`config.mk`:
```
export PLATFORM = sky130hd
export DESIGN_NAME = clkx_crosspoint
export DESIGN_NICKNAME = d
export VERILOG_FILES = /design/src/rtl/clkx_pkg.sv /design/src/rtl/clkx_src_tap.sv /design/src/rtl/clkx_div_pick.sv /design/src/rtl/clkx_post_div.sv /design/src/rtl/clkx_crosspoint.sv
export SDC_FILE = /design/constraint.sdc
export NUM_CORES = 1
export LEC_CHECK = 0
export ABC_CLOCK_PERIOD_IN_PS = 3200
export CAP_MARGIN = 15
export CORE_MARGIN = 5
export CORE_UTILIZATION = 50
export DETAILED_ROUTE_END_ITERATION = 10
export DONT_BUFFER_PORTS = 1
export PLACE_DENSITY = 0.64
export SETUP_SLACK_MARGIN = 0.02
export SYNTH_ARGS = -nofsm -noshare
export SYNTH_HDL_FRONTEND = slang
export SYNTH_SLANG_ARGS = --single-unit
```
`constraint.sdc`:
```
create_clock -name clk -period 3.2 [get_ports clk]
set_input_delay 0.64 -clock clk [delete_from_list [all_inputs] [get_ports clk]]
set_output_delay 0.64 -clock clk [all_outputs]
set_load 0.1 [all_outputs]
```
`src/rtl/clkx_pkg.sv`:
```
package clkx_pkg;

    // Edges seen on one channel's sampled source level
    typedef struct packed {
        logic rise;
        logic fall;
    } edge_t;

    // Divider activity
    typedef enum logic {
        ST_IDLE = 1'b0,
        ST_RUN  = 1'b1
    } run_state_e;

    // Map an illegal zero divide value onto one
    function automatic logic [31:0] legal_div(input logic [31:0] v);
        return (v == 32'd0) ? 32'd1 : v;
    endfunction

endpackage

```
`src/rtl/clkx_src_tap.sv`:
```
module clkx_src_tap
    import clkx_pkg::*;
#(
    parameter int NSRC = 4,
    parameter int SELW = 2
) (
    input  logic            clk,
    input  logic            rst,
    input  logic            en,
    input  logic [NSRC-1:0] src,
    input  logic [SELW-1:0] sel,
    input  logic            inv,
    output edge_t           edg
);

    logic [SELW-1:0] sel_q;
    logic            inv_q;
    logic            lvl;
    logic            lvl_p;

    always_ff @(posedge clk) begin
        if (rst) begin
            sel_q <= '0;
            inv_q <= 1'b0;
            lvl   <= 1'b0;
            lvl_p <= 1'b0;
        end else begin
            if (!en) begin
                sel_q <= sel;
                inv_q <= inv;
            end
            lvl   <= src[sel_q] ^ inv_q;
            lvl_p <= lvl;
        end
    end

    always_comb begin
        edg.rise = lvl & ~lvl_p;
        edg.fall = ~lvl & lvl_p;
    end

    AST_ROUTE_HOLD: assert property (@(posedge clk) disable iff (rst)
        en |=> ($stable(sel_q) && $stable(inv_q)));

endmodule

```
`src/rtl/clkx_div_pick.sv`:
```
module clkx_div_pick
    import clkx_pkg::*;
#(
    parameter int DW     = 7,
    parameter bit HAS_FS = 1'b1
) (
    input  logic          fs,
    input  logic [DW-1:0] lo,
    input  logic [DW-1:0] hi,
    output logic [DW-1:0] nval
);

    logic          use_hi;
    logic [DW-1:0] raw;
    logic [31:0]   fixed;

    always_comb begin
        use_hi = HAS_FS ? fs : 1'b0;
        raw    = use_hi ? hi : lo;
        fixed  = legal_div(32'(raw));
        nval   = fixed[DW-1:0];
    end

endmodule

```
`src/rtl/clkx_post_div.sv`:
```
module clkx_post_div
    import clkx_pkg::*;
#(
    parameter int DW = 7
) (
    input  logic          clk,
    input  logic          rst,
    input  logic          en,
    input  edge_t         edg,
    input  logic [DW-1:0] nval,
    output logic          clk_o,
    output logic          oe_o
);

    localparam int HW = DW + 1;

    run_state_e    st;
    logic [HW-1:0] h;
    logic [DW-1:0] n;
    logic [HW-1:0] last;
    logic [HW-1:0] h_inc;
    logic          any_edge;

    always_comb begin
        last     = {n, 1'b0} - {{DW{1'b0}}, 1'b1};
        h_inc    = h + {{DW{1'b0}}, 1'b1};
        any_edge = edg.rise | edg.fall;
    end

    always_ff @(posedge clk) begin
        if (rst) begin
            st    <= ST_IDLE;
            h     <= '0;
            n     <= {{(DW-1){1'b0}}, 1'b1};
            clk_o <= 1'b0;
            oe_o  <= 1'b0;
        end else begin
            oe_o <= en;
            if (!en) begin
                st    <= ST_IDLE;
                h     <= '0;
                clk_o <= 1'b0;
            end else if (st == ST_IDLE) begin
                if (edg.rise) begin
                    st    <= ST_RUN;
                    h     <= '0;
                    n     <= nval;
                    clk_o <= 1'b1;
                end
            end else if (any_edge) begin
                if (h == last) begin
                    h     <= '0;
                    n     <= nval;
                    clk_o <= 1'b1;
                end else begin
                    h     <= h_inc;
                    clk_o <= (h_inc < {1'b0, n});
                end
            end
        end
    end

    AST_NO_STRAY_EDGE: assert property (@(posedge clk) disable iff (rst)
        (en && st == ST_RUN && !any_edge) |=> $stable(clk_o));

    AST_LOAD_AT_WRAP: assert property (@(posedge clk) disable iff (rst)
        (en && st == ST_RUN && any_edge && h != last) |=> (n == $past(n)));

    AST_OFF_QUIET: assert property (@(posedge clk) disable iff (rst)
        !en |=> (!oe_o && !clk_o));

    AST_NONZERO_DIV: assert property (@(posedge clk) disable iff (rst)
        (st == ST_RUN) |-> (n != '0));

    AST_IDLE_WAITS_RISE: assert property (@(posedge clk) disable iff (rst)
        (en && st == ST_IDLE && !edg.rise) |=> !clk_o);

endmodule

```
`src/rtl/clkx_crosspoint.sv`:
```
module clkx_crosspoint
    import clkx_pkg::*;
#(
    parameter int NSRC = 4,
    parameter int NCH  = 3,
    parameter int DW   = 7,
    parameter int NFS  = 2
) (
    input  logic                clk,
    input  logic                rst,
    input  logic [NSRC-1:0]     src_i,
    input  logic [NCH-1:0]      en_i,
    input  logic [NCH-1:0]      inv_i,
    input  logic [NCH*2-1:0]    sel_i,
    input  logic                fs_i,
    input  logic [NCH*DW-1:0]   div_lo_i,
    input  logic [NCH*DW-1:0]   div_hi_i,
    output logic [NCH-1:0]      clk_o,
    output logic [NCH-1:0]      oe_o
);

    localparam int SELW = $clog2(NSRC);

    logic fs_s1;
    logic fs_s2;

    always_ff @(posedge clk) begin
        if (rst) begin
            fs_s1 <= 1'b0;
            fs_s2 <= 1'b0;
        end else begin
            fs_s1 <= fs_i;
            fs_s2 <= fs_s1;
        end
    end

    AST_RESET_QUIET: assert property (@(posedge clk)
        rst |=> (oe_o == '0 && clk_o == '0));

    for (genvar c = 0; c < NCH; c++) begin : g_ch
        edge_t         edg;
        logic [DW-1:0] nval;

        clkx_src_tap #(.NSRC(NSRC), .SELW(SELW)) tap_i (
            .clk (clk),
            .rst (rst),
            .en  (en_i[c]),
            .src (src_i),
            .sel (sel_i[c*2 +: SELW]),
            .inv (inv_i[c]),
            .edg (edg)
        );

        clkx_div_pick #(.DW(DW), .HAS_FS(c < NFS)) pick_i (
            .fs   (fs_s2),
            .lo   (div_lo_i[c*DW +: DW]),
            .hi   (div_hi_i[c*DW +: DW]),
            .nval (nval)
        );

        clkx_post_div #(.DW(DW)) div_i (
            .clk   (clk),
            .rst   (rst),
            .en    (en_i[c]),
            .edg   (edg),
            .nval  (nval),
            .clk_o (clk_o[c]),
            .oe_o  (oe_o[c])
        );
    end

endmodule

```
Word-level counts from Yosys, hierarchy flattened
Cells that the tools add are included.
{"block": "totals", "wordCells": 139, "ff_bits": 71, "out_inout_bits": 6, "in_bits": 61}
{"block": "op_classes", "order_cmp": 6, "n_bitwise": 21, "n_reduce_logical": 15, "n_eq_ne": 9, "addsub": 6, "muxes": 53}
{"operator": "$mux 7", "n": 17}
{"operator": "$mux 8", "n": 12}
{"operator": "$add 8x1->8 const B", "n": 3}
{"operator": "$eq 8x8->1", "n": 3}
{"operator": "$lt 8x7->1", "n": 3}
{"operator": "$sub 8x1->8 const B", "n": 3}
{"operator": "$logic_not 7->1", "n": 3}
{"operator": "$mux 1", "n": 21}
{"operator": "$ne 2x2->1 const B", "n": 6}
{"operator": "$reduce_and 4->1", "n": 3}
{"operator": "$lt 2x3->1 const B", "n": 3}
{"operator": "$not 1->1", "n": 9}
{"operator": "$and 1x1->1", "n": 6}
{"operator": "$bmux 1 s2", "n": 3}
{"operator": "$reduce_and 2->1", "n": 3}
{"operator": "$reduce_bool 2->1", "n": 3}
{"operator": "$reduce_or 2->1", "n": 3}
{"operator": "$or 1x1->1", "n": 3}
{"operator": "$xor 1x1->1", "n": 3}

Longest topological paths before layout
{"block": "logic_depth", "depth_word": 6, "depth_mapped": 11, "mapped_depth_nobuf": 9}

Modules after synthesis
Synthesis repeated with hierarchy kept, for this count alone.
{"block": "hier_totals", "hier_cells": 599, "hier_area_um2": 5112.4}
{"mod": "clkx_post_div", "n_inst": 3, "area_per_inst_um2": 1383.8, "cells_each": 169, "seq_area_each_um2": 360.3}
{"mod": "clkx_src_tap", "n_inst": 3, "area_per_inst_um2": 195.2, "cells_each": 17, "seq_area_each_um2": 100.1}
{"mod": "clkx_div_pick (g_ch[0].pick_i ...)", "n_inst": 2, "area_per_inst_um2": 141.4, "cells_each": 14, "seq_area_each_um2": 0.0}
{"mod": "clkx_crosspoint", "n_inst": 1, "area_per_inst_um2": 52.6, "cells_each": 4, "seq_area_each_um2": 40.0}
{"mod": "clkx_div_pick (g_ch[2].pick_i)", "n_inst": 1, "area_per_inst_um2": 40.0, "cells_each": 9, "seq_area_each_um2": 0.0}

Worst setup path after synthesis
Ideal clock, no wire load.
{"block": "synth_path", "path_kind": "register to register", "start": "reg g_ch[1].div_i.n[0]", "end": "reg g_ch[1].div_i.n[1]", "n_path_buf": 3, "t_arrival_ns": 2.345, "setup_ns": 0.085, "required_ns": 3.115, "stages_incl_launch_ff": 12, "synth_period_minus_slack_ns": 2.429, "slack_ns": 0.771, "path_cell_list": "dfxtp_1 buf_2 inv_1 ha_1 buf_2 o21ba_1 a221o_1 a211o_1 or2_1 clkbuf_2 o21a_4 o31ai_2"}
{"block": "synth_between", "elab_chain_cells": 4}
{"item": "start: declaration", "line": "clkx_post_div.sv:19", "rtl": "logic [DW-1:0] n;"}
{"item": "start signal: assignment", "line": "clkx_post_div.sv:34", "rtl": "n <= {{(DW-1){1'b0}}, 1'b1};"}
{"item": "start signal: assignment", "line": "clkx_post_div.sv:47", "rtl": "n <= nval;"}
{"item": "start signal: assignment", "line": "clkx_post_div.sv:53", "rtl": "n <= nval;"}
{"item": "$sub 8x1->8", "line": "clkx_post_div.sv:25", "rtl": "last = {n, 1'b0} - {{DW{1'b0}}, 1'b1};"}
{"item": "$eq 8x8->1", "line": "clkx_post_div.sv:51", "rtl": "if (h == last) begin"}
{"item": "$ne 2x2->1 (no line)"}
{"item": "$reduce_and 4->1 (no line)"}
No other way between the ends.
A chain may end at the register's enable or synchronous reset.

Final worst setup path
{"block": "layout_path", "start": "reg g_ch[0].div_i.n[0]", "end": "reg g_ch[0].div_i.n[5]"}
{"block": "layout_between", "elab_chain_cells": 4}
{"item": "start: declaration", "line": "clkx_post_div.sv:19"}
{"item": "start signal: assignment", "line": "clkx_post_div.sv:34"}
{"item": "start signal: assignment", "line": "clkx_post_div.sv:47"}
{"item": "start signal: assignment", "line": "clkx_post_div.sv:53"}
{"item": "$sub 8x1->8", "line": "clkx_post_div.sv:25"}
{"item": "$eq 8x8->1", "line": "clkx_post_div.sv:51"}
{"item": "$ne 2x2->1 (no line)"}
{"item": "$reduce_and 4->1 (no line)"}
No other way between the ends.

==> impl_metrics.yaml <==
power:
  vdd_drop_max_uv: 266.5
  power_mw: 2.002
  p_leak_nw: 1.814
  p_per_area_nw_per_um2: 418.2
layout:
  antennaDiodeCount: 0
  finalInstanceArea_um2: 4788
  register_area_um2: 1421
  final_util_pct: 52.57
  fin_cells: 635
  multi_input_area_um2: 2877
  nFillCells: 877
  final_nets: 607
  drive_gt1_share_pct: 7.634
  syn_to_final_growth_pct: 4.079
timing:
  tns_ps: 0
  tightest_slew_ps: 979.3
  setup_violations: 0
  slew_violations: 0
  max_freq_ghz: 0.3703
  clock_skew_ps: 10.95
  setup_ws_ps: 499.7
  slew_headroom_pct: 34.63
  rsz0062_at_grt: "no"
  fin_crit_sh_pct: 84.39
  hold_ws_ps: 341.3
  hold_viol: 0
  fin_crit_ps: 2700
place:
  portBuffers: 0
  place_hpwl_um: 7988
  dpl_cell_area_um2: 4591
  pre_cts_slack_ps: 569.4
  dp.cells: 619
  place_congestion: 0.8652
worst_setup_path:
  worstPathArrival_ps: 2980
  cp.required_ps: 3480
  crit_start: "g_ch[0].div_i.n[0]"
  rr_startpoint: "g_ch[0].div_i.n[0]"
  start_kind: "register"
  crit_type: "reg2reg"
  r2r-end: "g_ch[0].div_i.n[5]"
  ff2ff_path_depth: 9
  crit_end: "g_ch[0].div_i.n[5]"
  endpoint_kind: "register"
  r2r_slack_ps: 500
  worstPathMaxFanout: 16
floorplanning:
  die_w_um: 105.9
  die-area_um2: 11220
  die_y_um: 105.9
  start_util_pct: 50.51
  core_area_um2: 9109
  io_pins: 67
  rows: 35
yosys:
  ys.flop_type: "dfxtp_1"
  async_flop_share_pct: 0
  yosysTopAreaCellShare_pct: 30.89
  synth-seq-cells: 71
  synth_seq_area_share_pct: 30.89
  syn_avg_cell_area_um2: 8.504
  syn_inst: 541
  ys_types: 68
  ys_top_cells_by_area: "dfxtp_1 31%, ha_1 7.3%, mux2i_1 6.7%"
  syn-num-nets: 629
  syn-cell-area_um2: 4601
  synth_edf_count: 0
  synth.most_common_cell: "dfxtp_1"
  yosys.area.top_type: "dfxtp_1"
  synth_common_cells: "71 x dfxtp_1, 48 x nand2_1, 42 x nor2_1"
  synth_warnings: 0
detailed_routing:
  drt_wl_total_um: 10330
  drtIter0Drc: 95
  first_pass_iters: 4
  ant_nets: 0
  drt-wirelength-per-cell_um: 16.27
  drc: 0
  vias_per_cell: 5.959
  num_vias: 3784
flow_run:
  maxCapViolCount: 0
cts:
  clk_latency_ps: 350
  cts_setup_buffers: 0
  cts_tree: "done"
  ctsResizeCount: 0
  cts_sinks: 71
  clkTransAtPathRegs_ps: 100
  cts_buffers: 9
  clockRootBuffer: "clkbuf_8"
  holdBufCountCts: 0
  cts_buffer_depth: 2
  clock_tree.htree_level_count: 3
global_route:
  grt_usage_pct: 19.00
  grt_antenna_before_repair: 0
  grt_pass1_wl_um: 17660
  grt.overflow.total: 0
  grt_pass1_vias: 3813
  grt_max_degree: 33
run_status:
  status: "finished, final reports clean"
min_path:
  hold_path.class: "in2reg"
## registers in the layout, summed over array words and instances, names as in the netlist
| name | count |
|---|---|
| fs_s1 | 1 |
| g_ch.div_i.oe_o | 3 |
| fs_s2 | 1 |
| g_ch.div_i.h | 24 |
| g_ch.tap_i.lvl_p | 3 |
| g_ch.tap_i.inv_q | 3 |
| g_ch.div_i.clk_o | 3 |
| g_ch.tap_i.sel_q | 6 |
| g_ch.tap_i.lvl | 3 |
| g_ch.div_i.n | 21 |
| g_ch.div_i.st | 3 |
## worst min path at each step
| stage | from | endpoint | slack, ps | cells after the start |
|---|---|---|---|---|
| global route | rst | g_ch[2].tap_i.lvl_p | 310 | 1 |
| detailed placement | g_ch[0].tap_i.lvl | g_ch[0].tap_i.lvl_p | 460 | 1 |
| global placement | g_ch[2].tap_i.lvl | g_ch[2].tap_i.lvl_p | 460 | 1 |
| floorplan | fs_s1 | fs_s2 | 410 | 1 |
| finish | rst | g_ch[2].tap_i.sel_q[0] | 340 | 1 |
| CTS | rst | g_ch[2].tap_i.sel_q[0] | 330 | 1 |
## placed cells by master (no fill, tap or decap), types with 12 or more instances in the layout
master / synthesis / layout
a31oi_1: 12 / 12
ha_1: 27 / 27
nor2_1: 42 / 42
nand2_1: 48 / 48
mux2i_1: 31 / 31
o21ai_0: 16 / 16
xnor2_1: 22 / 22
inv_1: 33 / 33
xor2_1: 16 / 16
nor2b_1: 12 / 12
nand3_1: 19 / 19
dfxtp_1: 71 / 71
a21oi_1: 18 / 18
## final cells by class
| type | count | area share, % |
|---|---|---|
| Sequential cell | 71 | 29.68 |
| Clock buffer | 9 | 2.587 |
| Timing Repair Buffer | 4 | 0.6271 |
| Inverter | 33 | 2.587 |
| Tap cell | 111 | 2.900 |
| Multi-Input combinational cell | 400 | 60.07 |
| Clock inverter | 7 | 1.542 |
## worst max-delay path, stage by stage, from the launching register on
cell and delay, ps:
dfxtp_1 460, inv_1 110, ha_1 300, nor2b_1 160
or3_1 350, a31oi_1 220, nand4_1 310, buf_4 310
a211o_1 270, a31oi_1 140
## cell families (layout without fill, tap and decap cells)
kind of cell,Yosys count,after routing,share of synthesized area [%]
multiplexers,34,34,8.213
AO/OA/AOI/OAI,123,123,20.13
XOR/XNOR,39,39,7.751
buffers and inverters,70,53,6.581
AND/OR/NAND/NOR,177,177,19.09
adder cells (fa/ha/maj),27,27,7.343
flip-flops,71,71,30.89
## routing by layer
metal	share of wire [%]	routed length (µm)	global-route usage (%)
met5	0	0	0
met4	1.1	117	4.903
met3	4.4	459	4.493
met2	51	5236	35.25
met1	44	4515	21.83
## power breakdown
group          internal (mW)  switching (mW)
logic                  0.125           0.155
registers              0.920          0.0722
clock network          0.309           0.421
total                   1.35           0.648
Power figures use the tool's default switching activity.
